[src/rtl/bitop_pkg.sv]
package bitop_pkg;

  localparam logic [3:0] OP_SET   = 4'h0;
  localparam logic [3:0] OP_CLR   = 4'h1;
  localparam logic [3:0] OP_INV   = 4'h2;
  localparam logic [3:0] OP_TST   = 4'h3;
  localparam logic [3:0] OP_CAND  = 4'h4;
  localparam logic [3:0] OP_CANDN = 4'h5;
  localparam logic [3:0] OP_COR   = 4'h6;
  localparam logic [3:0] OP_CORN  = 4'h7;
  localparam logic [3:0] OP_CXOR  = 4'h8;

  typedef struct packed {
    logic we;
    logic z_we;
    logic z;
    logic c_we;
    logic c;
    logic illegal;
  } bitop_flags_t;

  function automatic logic is_carry_op(input logic [3:0] op);
    return (op >= OP_CAND) && (op <= OP_CXOR);
  endfunction

  function automatic logic is_write_op(input logic [3:0] op);
    return (op == OP_SET) || (op == OP_CLR) || (op == OP_INV);
  endfunction

  // New carry from current carry and the selected bit.
  function automatic logic carry_logic(input logic [3:0] op, input logic c, input logic b);
    case (op)
      OP_CAND:  return c & b;
      OP_CANDN: return c & ~b;
      OP_COR:   return c | b;
      OP_CORN:  return c | ~b;
      OP_CXOR:  return c ^ b;
      default:  return c;
    endcase
  endfunction

endpackage

[src/rtl/bitop_index.sv]
module bitop_index #(
  parameter int IDX_W = 3,
  parameter int REG_W = 16
) (
  input  logic             use_reg,
  input  logic [IDX_W-1:0] imm,
  input  logic [REG_W-1:0] regval,
  output logic [IDX_W-1:0] idx
);
  // Only the low index bits of the register take part.
  always_comb idx = use_reg ? regval[IDX_W-1:0] : imm;
endmodule

[src/rtl/bitop_alu.sv]
module bitop_alu
  import bitop_pkg::*;
#(
  parameter int DATA_W = 8,
  parameter int IDX_W  = 3
) (
  input  logic [3:0]        op,
  input  logic              use_reg,
  input  logic [IDX_W-1:0]  idx,
  input  logic [DATA_W-1:0] data,
  input  logic              z_in,
  input  logic              c_in,
  output logic [DATA_W-1:0] data_res,
  output bitop_flags_t      flags
);
  logic [DATA_W-1:0] mask;
  logic              sel_bit;
  logic              carry_rejected;
  logic              undefined_op;

  always_comb begin
    mask           = {{(DATA_W-1){1'b0}}, 1'b1} << idx;
    sel_bit        = data[idx];
    carry_rejected = is_carry_op(op) && use_reg;
    undefined_op   = !is_carry_op(op) && !is_write_op(op) && (op != OP_TST);
  end

  always_comb begin
    data_res      = data;
    flags         = '0;
    flags.z       = z_in;
    flags.c       = c_in;
    if (undefined_op || carry_rejected) begin
      flags.illegal = 1'b1;
    end else begin
      case (op)
        OP_SET: begin data_res = data | mask;  flags.we = 1'b1; end
        OP_CLR: begin data_res = data & ~mask; flags.we = 1'b1; end
        OP_INV: begin data_res = data ^ mask;  flags.we = 1'b1; end
        OP_TST: begin flags.z = ~sel_bit;      flags.z_we = 1'b1; end
        default: begin
          flags.c    = carry_logic(op, c_in, sel_bit);
          flags.c_we = 1'b1;
        end
      endcase
    end
  end
endmodule

[src/rtl/bitop_unit.sv]
module bitop_unit
  import bitop_pkg::*;
#(
  parameter int DATA_W = 8,
  parameter int REG_W  = 16,
  localparam int IDX_W = $clog2(DATA_W)
) (
  input  logic              clk,
  input  logic              rst_n,
  input  logic              in_valid,
  output logic              in_ready,
  input  logic [3:0]        in_op,
  input  logic              in_use_reg,
  input  logic [IDX_W-1:0]  in_imm,
  input  logic [REG_W-1:0]  in_reg,
  input  logic [DATA_W-1:0] in_data,
  input  logic              in_z,
  input  logic              in_c,
  output logic              out_valid,
  output logic [DATA_W-1:0] out_data,
  output logic              out_we,
  output logic              out_z_we,
  output logic              out_z,
  output logic              out_c_we,
  output logic              out_c,
  output logic              out_illegal
);
  logic [IDX_W-1:0]  bit_idx;
  logic [DATA_W-1:0] alu_data;
  bitop_flags_t      alu_flags;
  bitop_flags_t      res_flags;
  logic              accept;

  bitop_index #(.IDX_W(IDX_W), .REG_W(REG_W)) u_index (
    .use_reg(in_use_reg), .imm(in_imm), .regval(in_reg), .idx(bit_idx)
  );

  bitop_alu #(.DATA_W(DATA_W), .IDX_W(IDX_W)) u_alu (
    .op(in_op), .use_reg(in_use_reg), .idx(bit_idx), .data(in_data),
    .z_in(in_z), .c_in(in_c), .data_res(alu_data), .flags(alu_flags)
  );

  // A pending result blocks the next operation.
  assign in_ready = !out_valid;
  assign accept   = in_valid && in_ready;

  always_ff @(posedge clk) begin
    if (!rst_n) begin
      out_valid <= 1'b0;
      out_data  <= '0;
      res_flags <= '0;
    end else begin
      out_valid <= accept;
      if (accept) begin
        out_data  <= alu_data;
        res_flags <= alu_flags;
      end else begin
        res_flags.we      <= 1'b0;
        res_flags.z_we    <= 1'b0;
        res_flags.c_we    <= 1'b0;
        res_flags.illegal <= 1'b0;
      end
    end
  end

  assign out_we      = res_flags.we;
  assign out_z_we    = res_flags.z_we;
  assign out_z       = res_flags.z;
  assign out_c_we    = res_flags.c_we;
  assign out_c       = res_flags.c;
  assign out_illegal = res_flags.illegal;


  result_after_accept_chk: assert property (@(posedge clk) disable iff (!rst_n)
    accept |=> out_valid);


  single_pulse_chk: assert property (@(posedge clk) disable iff (!rst_n)
    out_valid |=> !out_valid);


  one_strobe_chk: assert property (@(posedge clk) disable iff (!rst_n)
    $onehot0({out_we, out_z_we, out_c_we, out_illegal}));


  strobe_needs_valid_chk: assert property (@(posedge clk) disable iff (!rst_n)
    (out_we || out_z_we || out_c_we || out_illegal) |-> out_valid);


  write_single_bit_chk: assert property (@(posedge clk) disable iff (!rst_n)
    out_we |-> ($countones(out_data ^ $past(in_data)) <= 1));


  test_keeps_data_chk: assert property (@(posedge clk) disable iff (!rst_n)
    out_z_we |-> (out_data == $past(in_data)));


  carry_hold_chk: assert property (@(posedge clk) disable iff (!rst_n)
    (out_valid && !out_c_we) |-> (out_c == $past(in_c)));
endmodule

[config.mk]
export PLATFORM = sky130hd
export DESIGN_NAME = bitop_unit
export DESIGN_NICKNAME = d
export VERILOG_FILES = /design/src/rtl/bitop_pkg.sv /design/src/rtl/bitop_index.sv /design/src/rtl/bitop_alu.sv /design/src/rtl/bitop_unit.sv
export SDC_FILE = /design/constraint.sdc
export NUM_CORES = 1
export LEC_CHECK = 0
export ABC_AREA = 1
export BUFFER_PORTS_ARGS = -buffer_cell sky130_fd_sc_hd__buf_2
export CAP_MARGIN = 5
export CORE_MARGIN = 2
export CORE_UTILIZATION = 51
export CTS_BUF_LIST = sky130_fd_sc_hd__clkbuf_8
export DETAILED_ROUTE_END_ITERATION = 10
export GPL_TIMING_DRIVEN = 1
export PLACE_DENSITY = 0.91
export SLEW_MARGIN = 20
export SYNTH_ARGS = -nofsm -noshare
export SYNTH_HDL_FRONTEND = slang
export SYNTH_HIERARCHICAL = 1
export SYNTH_SLANG_ARGS = --single-unit
[constraint.sdc]
create_clock -name clk -period 1.7 [get_ports clk]
set_input_delay 0.085 -clock clk [delete_from_list [all_inputs] [get_ports clk]]
set_output_delay 0.085 -clock clk [all_outputs]
set_load 0.03 [all_outputs]
==> summary.txt <==
Drt wl/cell: 11.3 um
Min Tclk post-route: 1480 ps
Synth area leader: dfxtp_1
DRT antenna net count: 0
Crit Path Class: in2reg
Worst Setup End Kind: flip-flop
Initial Util: 52.9%
Gpl congestion: 0.868
CP max FO: 8
Clock-pin slew on the worst setup and hold paths: 60 ps
Critical Path Start: in_use_reg
Pwr Total: 1060 uW
Share of cells above drive strength 1: 26.8%
Top Ports: 53
Max-Cap Viols: 0
Port bufs: 39
Synth unique cells: 23
Commonest non-fill, non-tap cell in the layout: nand2_1
CTS buffer count: 3
Fin crit share: 86.8%
Total wire length: 3300 um
Max Freq: 0.677 GHz
Num rows: 19
P_leak: 0.000945 uW
CORE AREA: 0.00273 mm2
Worst hold path class: in2reg
Filler Cell Count: 255
Die Wd: 57.2 um
Detailed Place HPWL: 2520 um
Largest net degree at the start of global routing: 18
Root buffer cell: clkbuf_8
Resize count post-CTS: 0
P&R area growth vs syn: 18.8%
Reg2Reg Depth: 3
Clock Latency Late Sink: 250 ps
Net Count, Synth: 273
Antenna Cells: 0
Nets: 315
CP startpoint kind: primary input
Worst-Margin Slew: 391 ps
CP required: 1850 ps
Synth top area share: 20.8%
DR vias/cell: 5.24
Commonest cells after routing, fill and taps aside: nand2_1, buf_2, inv_1, nor2_1, nand3_1
# DRC: 0
Worst R2R End: out_we
Starting DRT DRC Count: 70
Synth warnings: 6
Maximum vdd drop: 0.000631 V
RSZ-0062 raised after global routing: no
Die area: 0.00328 mm2
Synthesized area per cell: 6.57 um2
Grt total ovfl: 0
Worst r2r src: out_valid
Hold path depth: 3
Synth Cell Area: 0.00145 mm2
Mapped Cells: 220
CTS sink cnt: 15
WHS: 149 ps
First-pass DRT Iterations: 4
Wire length of the first global-routing pass: 5570 um
PwrDens: 615 mW/mm2
Clk_skew: 2.79 ps
Post-CTS Hold Buffers: 0
CTS tree: built
Top post-synthesis cells by area: dfxtp_1, ha_1, nand2_1, nand3_1, inv_1
Final Hold Fails: 0
Clock Tree Buf Depth: 2
Number of global-route vias before repair: 1396
Detailed-route via count: 1531
Relative slew slack: 73.9%
Chip height: 57.2 um
Worst EP arrival: 1620 ps
Worst Setup EP: out_c
H-tree depth: 1
Seq/Total Area, Yosys: 20.8%
Seq cells post-synth: 15
GRT Resource Usage Total: 20.9%
Status: finished clean
Worst R2R Setup Slack: 640 ps
Count of final max-slew check failures: 0
Setup bufs post-CTS: 0
Final setup viols: 0
Initial antenna violation count: 0
-- logic make-up after synthesis --
logic type | synth area share (%)
DFF | 20.8
buffers and inverters | 13.9
adders and majority gates | 13.9
AOI/OAI and AO/OA | 5.89
and+or+nand+nor | 45.5
-- sequential cells by signal (all words and copies together), names as in the netlist --
| name | cells |
|---|---|
| out_data | 8 |
| out_c | 1 |
| out_c_we | 1 |
| out_illegal | 1 |
| out_valid | 1 |
| out_we | 1 |
| out_z | 1 |
| out_z_we | 1 |
-- synth_stat cells (all sizes together) --
master / n
a21oi: 1
a31oi: 1
buf: 9
dfxtp: 15
ha: 16
inv: 37
nand2: 53
nand3: 27
nand4: 16
nor2: 34
nor3: 2
nor4: 1
o2111ai: 8
-- how the worst min path moves through the flow --
stage	from	to	slack (ps)
after floorplan	in_use_reg	out_c_we	230
after global placement	rst_n	out_data[4]	400
after detailed placement	rst_n	out_data[4]	400
after CTS	rst_n	out_c	150
after global routing	rst_n	out_c	160
final	rst_n	out_c	150
-- metal layers --
layer	GRT usage [%]	share of wire, %
met4	7.97	1.4
met2	37.8	48
met1	25.1	45
met5	0	0
met3	2.72	5.2
-- power breakdown --
| group | total (uW) | internal, uW | switching (uW) | leakage, uW |
|---|---|---|---|---|
| clock network | 275 | 160 | 115 | 0.0000269 |
| registers | 385 | 376 | 9.83 | 0.000124 |
| logic | 395 | 136 | 259 | 0.000794 |
-- through the flow --
stage	area, um2	setup TNS [ps]	util [%]	instances	setup slack, ps
after floorplan	1450	0	-	220	374
after global placement	1670	0	61.1	288	57.2
after detailed placement	1670	-68.1	61.1	288	-33.1
after CTS	1720	0	62.8	292	227
after global routing	1720	0	62.8	292	52.6
final	1720	0	62.8	292	224
-- worst max-delay path: stages --
cell	delay, ps
buf_2	130
inv_2	60
nand2_1	50
nand2_1	240
inv_1	170
nand2_1	140
nand3_4	100
nand2_2	90
nand2_1	50
nand3_1	80
nand3_2	80
nor2_2	90
nor2_2	40
inv_1	50
nand3_1	60
nand2_1	70
nor2_1	30
-- cell type report --
| class | count | area (um2) | share of cell area (%) |
|---|---|---|---|
| Timing Repair Buffer | 46 | 248 | 14.4 |
| Clock inverter | 1 | 3.75 | 0.219 |
| Clock buffer | 3 | 41.3 | 2.41 |
| Multi-Input combinational cell | 159 | 943 | 55.0 |
| Tap cell | 31 | 38.8 | 2.26 |
| Sequential cell | 15 | 300 | 17.5 |
| Inverter | 37 | 141 | 8.24 |
Note: power is estimated with default switching activity, not from simulation.
